[src/rtl/rsg_pkg.sv]
package rsg_pkg;

  // Next value of a free-running modulo counter.
  function automatic int unsigned wrap_next(input int unsigned cur, input int unsigned period);
    return (cur >= period - 1) ? 0 : cur + 1;
  endfunction

  // Stall length in expansion clocks: short = 2 CPU clocks, long = 3 CPU clocks.
  function automatic int unsigned stall_cycles(input logic long_sel, input int unsigned div);
    return (long_sel ? 3 : 2) * div;
  endfunction

endpackage

[src/rtl/rsg_period_tick.sv]
module rsg_period_tick #(
  parameter int unsigned PERIOD = 200
) (
  input  logic clk,
  input  logic rst_n,
  output logic tick
);
  import rsg_pkg::*;

  localparam int unsigned CW = (PERIOD > 2) ? $clog2(PERIOD) : 1;

  logic [CW-1:0] cnt_q;

  always_ff @(posedge clk or negedge rst_n) begin
    if (!rst_n) cnt_q <= '0;
    else        cnt_q <= CW'(wrap_next(32'(cnt_q), PERIOD));
  end

  assign tick = (cnt_q == CW'(PERIOD - 1));

endmodule

[src/rtl/rsg_ctrl_reg.sv]
module rsg_ctrl_reg #(
  parameter int unsigned    AW       = 24,
  parameter int unsigned    DW       = 16,
  parameter logic [AW-1:0]  REG_ADDR = 24'hA11200,
  parameter logic [DW-1:0]  EN_VALUE = 16'h0100
) (
  input  logic          clk,
  input  logic          rst_n,
  input  logic          we,
  input  logic [AW-1:0] addr,
  input  logic [DW-1:0] wdata,
  output logic          dram_en
);
  logic hit;
  assign hit = we && (addr == REG_ADDR);

  always_ff @(posedge clk or negedge rst_n) begin
    if (!rst_n)   dram_en <= 1'b0;
    else if (hit) dram_en <= (wdata == EN_VALUE);
  end

endmodule

[src/rtl/rsg_stall_seq.sv]
module rsg_stall_seq #(
  parameter int unsigned CPU_DIV = 2
) (
  input  logic clk,
  input  logic rst_n,
  input  logic due,
  input  logic as_n,
  output logic start,
  output logic busy,
  output logic pending,
  output logic len_sel
);
  import rsg_pkg::*;

  localparam int unsigned MAXLEN = 3 * CPU_DIV;
  localparam int unsigned SCW    = $clog2(MAXLEN + 1);

  logic [SCW-1:0] cnt_q;
  logic           armed;

  assign armed = pending | due;
  assign busy  = (cnt_q != '0);
  assign start = armed && !as_n && !busy;

  always_ff @(posedge clk or negedge rst_n) begin
    if (!rst_n) begin
      cnt_q   <= '0;
      pending <= 1'b0;
      len_sel <= 1'b0;
    end else begin
      pending <= armed && !start;
      if (start) begin
        cnt_q   <= SCW'(stall_cycles(len_sel, CPU_DIV) - 1);
        len_sel <= !len_sel;
      end else if (busy) begin
        cnt_q <= cnt_q - 1'b1;
      end
    end
  end

endmodule

[src/rtl/refresh_stall_gen.sv]
module refresh_stall_gen #(
  parameter int unsigned   REF_PERIOD   = 200,
  parameter int unsigned   STALL_PERIOD = 222,
  parameter int unsigned   CPU_DIV      = 2,
  parameter int unsigned   AW           = 24,
  parameter int unsigned   DW           = 16,
  parameter logic [23:0]   REG_ADDR     = 24'hA11200,
  parameter logic [15:0]   EN_VALUE     = 16'h0100
) (
  input  logic          clk,
  input  logic          rst_n,
  input  logic          reg_we,
  input  logic [AW-1:0] reg_addr,
  input  logic [DW-1:0] reg_wdata,
  input  logic          as_n,
  input  logic          ack_base_n,
  output logic          ack_n,
  output logic          ce_n,
  output logic          long_n
);
  // Named internal events, also observed by the bound checker.
  logic ref_tick;
  logic stall_tick;
  logic dram_en;
  logic stall_start;
  logic stall_busy;
  logic stall_pending;
  logic stall_len_sel;

  rsg_period_tick #(.PERIOD(REF_PERIOD)) u_ref_tick (
    .clk(clk), .rst_n(rst_n), .tick(ref_tick)
  );

  rsg_period_tick #(.PERIOD(STALL_PERIOD)) u_stall_tick (
    .clk(clk), .rst_n(rst_n), .tick(stall_tick)
  );

  rsg_ctrl_reg #(
    .AW(AW), .DW(DW),
    .REG_ADDR(AW'(REG_ADDR)), .EN_VALUE(DW'(EN_VALUE))
  ) u_ctrl (
    .clk(clk), .rst_n(rst_n), .we(reg_we), .addr(reg_addr),
    .wdata(reg_wdata), .dram_en(dram_en)
  );

  rsg_stall_seq #(.CPU_DIV(CPU_DIV)) u_stall (
    .clk(clk), .rst_n(rst_n), .due(stall_tick), .as_n(as_n),
    .start(stall_start), .busy(stall_busy), .pending(stall_pending),
    .len_sel(stall_len_sel)
  );

  assign long_n = !ref_tick;
  assign ce_n   = !(ref_tick && dram_en);
  assign ack_n  = ack_base_n || stall_busy || stall_start;

endmodule

[config.mk]
export PLATFORM = sky130hd
export DESIGN_NAME = refresh_stall_gen
export DESIGN_NICKNAME = d
export VERILOG_FILES = /design/src/rtl/rsg_pkg.sv /design/src/rtl/rsg_period_tick.sv /design/src/rtl/rsg_ctrl_reg.sv /design/src/rtl/rsg_stall_seq.sv /design/src/rtl/refresh_stall_gen.sv
export SDC_FILE = /design/constraint.sdc
export NUM_CORES = 1
export LEC_CHECK = 0
export BUFFER_PORTS_ARGS = -buffer_cell sky130_fd_sc_hd__buf_2
export CORE_UTILIZATION = 40
export CTS_BUF_LIST = sky130_fd_sc_hd__clkbuf_8
export DETAILED_ROUTE_END_ITERATION = 8
export GPL_ROUTABILITY_DRIVEN = 0
export PLACE_DENSITY = 0.66
export SYNTH_ARGS = -nofsm -noshare
export SYNTH_HDL_FRONTEND = slang
export SYNTH_SLANG_ARGS = --single-unit
[constraint.sdc]
create_clock -name clk -period 2 [get_ports clk]
set_input_delay 0.2 -clock clk [delete_from_list [all_inputs] [get_ports clk]]
set_output_delay 0.2 -clock clk [all_outputs]
set_load 0.05 [all_outputs]
### Yosys cells after proc, flatten, opt, wreduce, memory -nomap -nowiden

Cells that the tools add are included.

* output and inout port bits: 3
* input bits: 45
* word-level logic and storage cells: 37
* flip-flop bits (word level): 22

* order comparisons: 2
* bitwise gates (word level): 1
* add/sub/neg operators: 4
* equal/unequal tests: 4
* reduce and logical (&&, ||, !) cells: 15
* mux-type cells: 5

Operator list (count)
* $eq A24 B24 Y1 const B: 1
* $add A8 B1 Y8 const B: 2
* $eq A16 B9 Y1 const B: 1
* $eq A8 B8 Y1 const B: 2
* $ge A8 B8 Y1 const B: 2
* $mux W8: 2
* $logic_not A1 Y1: 6
* $mux W3: 2
* $sub A3 B1 Y3 const B: 2
* $logic_and A1 B1 Y1: 5
* $reduce_bool A3 Y1: 1
* $logic_or A1 B1 Y1: 2
* $reduce_bool A2 Y1: 1
* $mux W1: 1
* $or A1 B1 Y1: 1

### Depth between registers and ports, before layout

* depth after elaboration: 6
* depth in mapped cells: 6
* gate-level depth less buffers: 6

### Modules after synthesis

From an unflattened synthesis, not the netlist that was laid out.

* cell total of the unflattened synthesis: 136
* area, all modules: 1327.5 µm²

Modules (own cells, without submodules)
* rsg_period_tick at u_stall_tick: times used 1, cells an instance 53, area each 480.5 µm², seq. area each 200.2 µm²
* rsg_period_tick at u_ref_tick: times used 1, cells an instance 40, area each 404.1 µm², seq. area each 200.2 µm²
* rsg_stall_seq: times used 1, cells an instance 23, area each 276.5 µm², seq. area each 125.1 µm²
* rsg_ctrl_reg: times used 1, cells an instance 17, area each 152.6 µm², seq. area each 25.0 µm²
* refresh_stall_gen: times used 1, cells an instance 3, area each 13.8 µm², seq. area each 0.0 µm²

### Worst setup path before layout

No wires, ideal clock.

* path type: flip-flop to output port
* start: reg u_stall_tick.cnt_q[0]
* end: out ack_n
* data required time: 1.800 ns
* stages on the path, launching flop included: 5
* setup slack: 0.393 ns
* arrival time: 1.407 ns
* buffers on the path: 0
* cells stage by stage: dfrtp_1 ha_1 nand4b_4 o22ai_4 or3_1

* longest elaborated chain between the ends: 5

Ends and longest elaborated chain
* start: declaration: line rsg_period_tick.sv:12 `logic [CW-1:0] cnt_q;`
* start signal: assignment: line rsg_period_tick.sv:16 `else cnt_q <= CW'(wrap_next(32'(cnt_q), PERIOD));`
* $eq A8 B8 Y1: line rsg_period_tick.sv:19 `assign tick = (cnt_q == CW'(PERIOD - 1));`
* $or A1 B1 Y1: line rsg_stall_seq.sv:21 `assign armed = pending | due;`
* $logic_and A1 B1 Y1 (2 in a row): line rsg_stall_seq.sv:23 `assign start = armed && !as_n && !busy;`
* $logic_or A1 B1 Y1: line refresh_stall_gen.sv:54 `assign ack_n = ack_base_n || stall_busy || stall_start;`
* end: declaration: line refresh_stall_gen.sv:17 `output logic ack_n,`

No other way between the ends.

### Final worst setup path

Ends and elaborated chain as after synthesis.

==> results.cfg <==
[pwr]
switchingPower_mw = 0.269
sw_frac_of_total_pct = 23.8
vdd_ir_drop_max_uv = 541
seqPwrFrac_pct = 44.1
pwr-share-clk_pct = 36.1
static-leakage-power_nw = 0.721
intPower_mw = 0.858
pwr_density_cell_mw_per_mm2 = 718
p_comb_share_pct = 19.8

[run]
maxCapViolCount = 0

[critical_path]
cp-end-kind = output pin
cp.required_ns = 1.80
rrSetupSlack_ns = 0.45
r2r_cells = 6
r2r-end = u_stall.cnt_q[1]
start_kind = register
cp.arrival_ns = 1.70
slowest_stage = dfrtp_1
cpPeakStageDelay_ns = 0.43
endpoint = ack_n
cp-startpoint = u_stall_tick.cnt_q[0]
critPathMaxFanout = 5
crit_chain = ha_2, nand4b_4, o22ai_4, or3_1, clkbuf_4
path_class = reg2out
r2r-start = u_stall_tick.cnt_q[1]
cp_num_cells = 5
path_delay_family = simple AND/OR/NAND/NOR gates
crit_buf_inv = 1

[sta]
rsz0062_at_grt = false
tns_ns = 0
finalCritPeriodShare_pct = 95.1
period_needed_ns = 1.90
finalMaxSlewViolations = 0
clock.fmax_mhz = 526
skew_ns = 0.00952
tightest_slew_ns = 0.484
hold_ws_ns = 0.204
report.final.setup_viol = 0
hold_viol_final = 0
slew_headroom_pct = 67.7

[logic_synthesis]
synth.ff_latch_count = 22
syn_avg_cell_area_um2 = 10.1
synthDistinctLibCells = 34
synth_top_flop_cell = dfrtp_1
yosys_warnings = 0
synthSimpleGateAreaFrac_pct = 28.9
ys_async_sr_fraction_pct = 100
seq_area_frac_synth_pct = 45.8
synth_enable_flop_cells = 0
synth_area_mm2 = 0.00120
synth_adder_area_share_pct = 6.24
postSynthCellCount = 119
synthMuxAreaShare_pct = 2.08
syn_nets = 170
synth-compound-area-share_pct = 8.84
synth_top_family_by_area = simple AND/OR/NAND/NOR gates
synthXorXnorAreaFrac_pct = 6.56

[placed_design]
hpwl_um = 2020
port_buffers = 47

[global_route]
grt_pass1_vias = 977
overflow = 0
grt_use_met1_pct = 18.9
grt_antenna_before_repair = 0
track_usage_pct = 16.9
grt_use_met3_pct = 5.07
top_usage_layer = met2
grt_pass1_wl_um = 4150
grt_use_met2_pct = 30.6
grt_max_degree = 23

[floorplan]
coreArea_mm2 = 0.00281
dieHeight_um = 56.8
ios = 48
die_x_um = 56.8
initial_utilization_pct = 42.9
die-area_mm2 = 0.00323
fp-row-count = 19

[clocking]
clock_path_buffers = 2
clock_sinks = 22
cts_made_buffers = 3
cts_tree = built
clock_latency_ns = 0.26
h-tree-depth = 1
clock_tree.root_cell = clkbuf_8
clkTransAtPathRegs_ns = 0.08

[route]
remaining_drc_errors = 0
drtAntennaViolNets = 0
drtIter0Drc = 41
via_count = 1030
wl_per_cell_um = 12.4
via_per_inst = 5.07
dr.pass1.iters = 6
finalWirelength_um = 2520

[layout]
antenna_cells = 0
drive_gt1_share_pct = 33.7
post-route-util_pct = 56.0
final_cell_mix = buf_2, dfrtp_1, nor2_1, nand2_1, nand3_1
mostFrequentLayoutCell = buf_2
num-nets-final = 224
area_growth_pct = 30.6

[hold_path]
whs_path_depth = 4
hold_path_class = in2reg

[run_status]
status = completed
[state kept, by name (all words and copies together) (netlist names)]
signal,count
u_stall_tick.cnt_q,8
u_stall.cnt_q,3
u_ctrl.dram_en,1
u_stall.len_sel,1
u_stall.pending,1
u_ref_tick.cnt_q,8
[worst min-delay path by stage]
stage | startpoint | to | slack, ns
2_1_floorplan | rst_n | u_ctrl.dram_en | -0.1
3_3_place_gp | rst_n | u_stall_tick.cnt_q[4] | 0.18
3_5_place_dp | rst_n | u_stall_tick.cnt_q[4] | 0.19
4_1_cts | reg_wdata[14] | u_ctrl.dram_en | 0.20
5_1_grt | reg_wdata[14] | u_ctrl.dram_en | 0.20
6_report | reg_wdata[14] | u_ctrl.dram_en | 0.20
[final cells by class]
type / instances / area [µm²]
fillers: 255 / 1230
multi-input cells: 92 / 636
flip-flops and latches: 22 / 551
repair buffers: 49 / 255
clock buffers: 3 / 41.3
well taps: 31 / 38.8
clock inverters: 1 / 30.0
inverters: 5 / 18.8
[repair_timing]
item,4_1_cts,5_1_grt
gates resized for setup,0,2
setup endpoints to repair,0,1
setup buffers,0,1
hold buffers,1,0
endpoints found under the hold margin,22,0
[per-stage QoR]
| stage | setup slack, ns | total power [mW] | area, µm² | std cells |
|---|---|---|---|---|
| floorplan | 0.393 | 0.641 | 1200 | 119 |
| global placement | 0.390 | 0.712 | 1480 | 197 |
| detailed placement | 0.350 | 0.725 | 1480 | 197 |
| CTS | 0.0422 | 1.15 | 1560 | 202 |
| global route | 0.0217 | 1.19 | 1570 | 203 |
| finish | 0.0988 | 1.13 | 1570 | 203 |
[power by group through the flow]
stage          Combinational, mW  Clock [mW]  Sequential, mW
2_1_floorplan              0.140           0           0.501
3_3_place_gp               0.209           0           0.503
3_5_place_dp               0.220           0           0.505
4_1_cts                    0.224       0.427           0.496
5_1_grt                    0.247       0.444           0.500
6_report                   0.223       0.407           0.497
[worst reg2reg max path, cell delays in order, from the launching register on]
cell and delay, ns:
dfrtp_1 0.40, inv_1 0.10, ha_2 0.21, nand4b_4 0.13, o22ai_4 0.20, mux2_4 0.32, mux2i_1 0.11
[cells by family (layout without fill, tap and decap cells)]
kind of cell	count (synthesis)	in the layout
adder cells (fa/ha/maj)	6	6
AND/OR/NAND/NOR	61	61
AO/OA/AOI/OAI	14	14
multiplexers	2	2
buffers and inverters	5	58
XOR/XNOR	9	9
flip-flops	22	22
[cell usage after synthesis (3+ instances only)]
cell | instances | area, µm²
nor2_1 | 19 | 71.3
nand4_1 | 3 | 18.8
nor2b_1 | 4 | 25.0
nand2_1 | 6 | 22.5
nor4_1 | 4 | 25.0
inv_1 | 5 | 18.8
ha_1 | 6 | 75.1
nor3_1 | 4 | 20.0
a21oi_1 | 4 | 20.0
nand3_1 | 6 | 30.0
nor4b_1 | 4 | 35.0
xor2_1 | 5 | 43.8
dfrtp_1 | 22 | 551
xnor2_1 | 4 | 35.0
[routing by layer]
metal / up-vias / wire [µm]
met5: - / 0
met4: 0 / 26
met3: 4 / 77
met2: 10 / 1350
met1: 485 / 1070
li1: 531 / -
(Power assumes the default switching activity.)
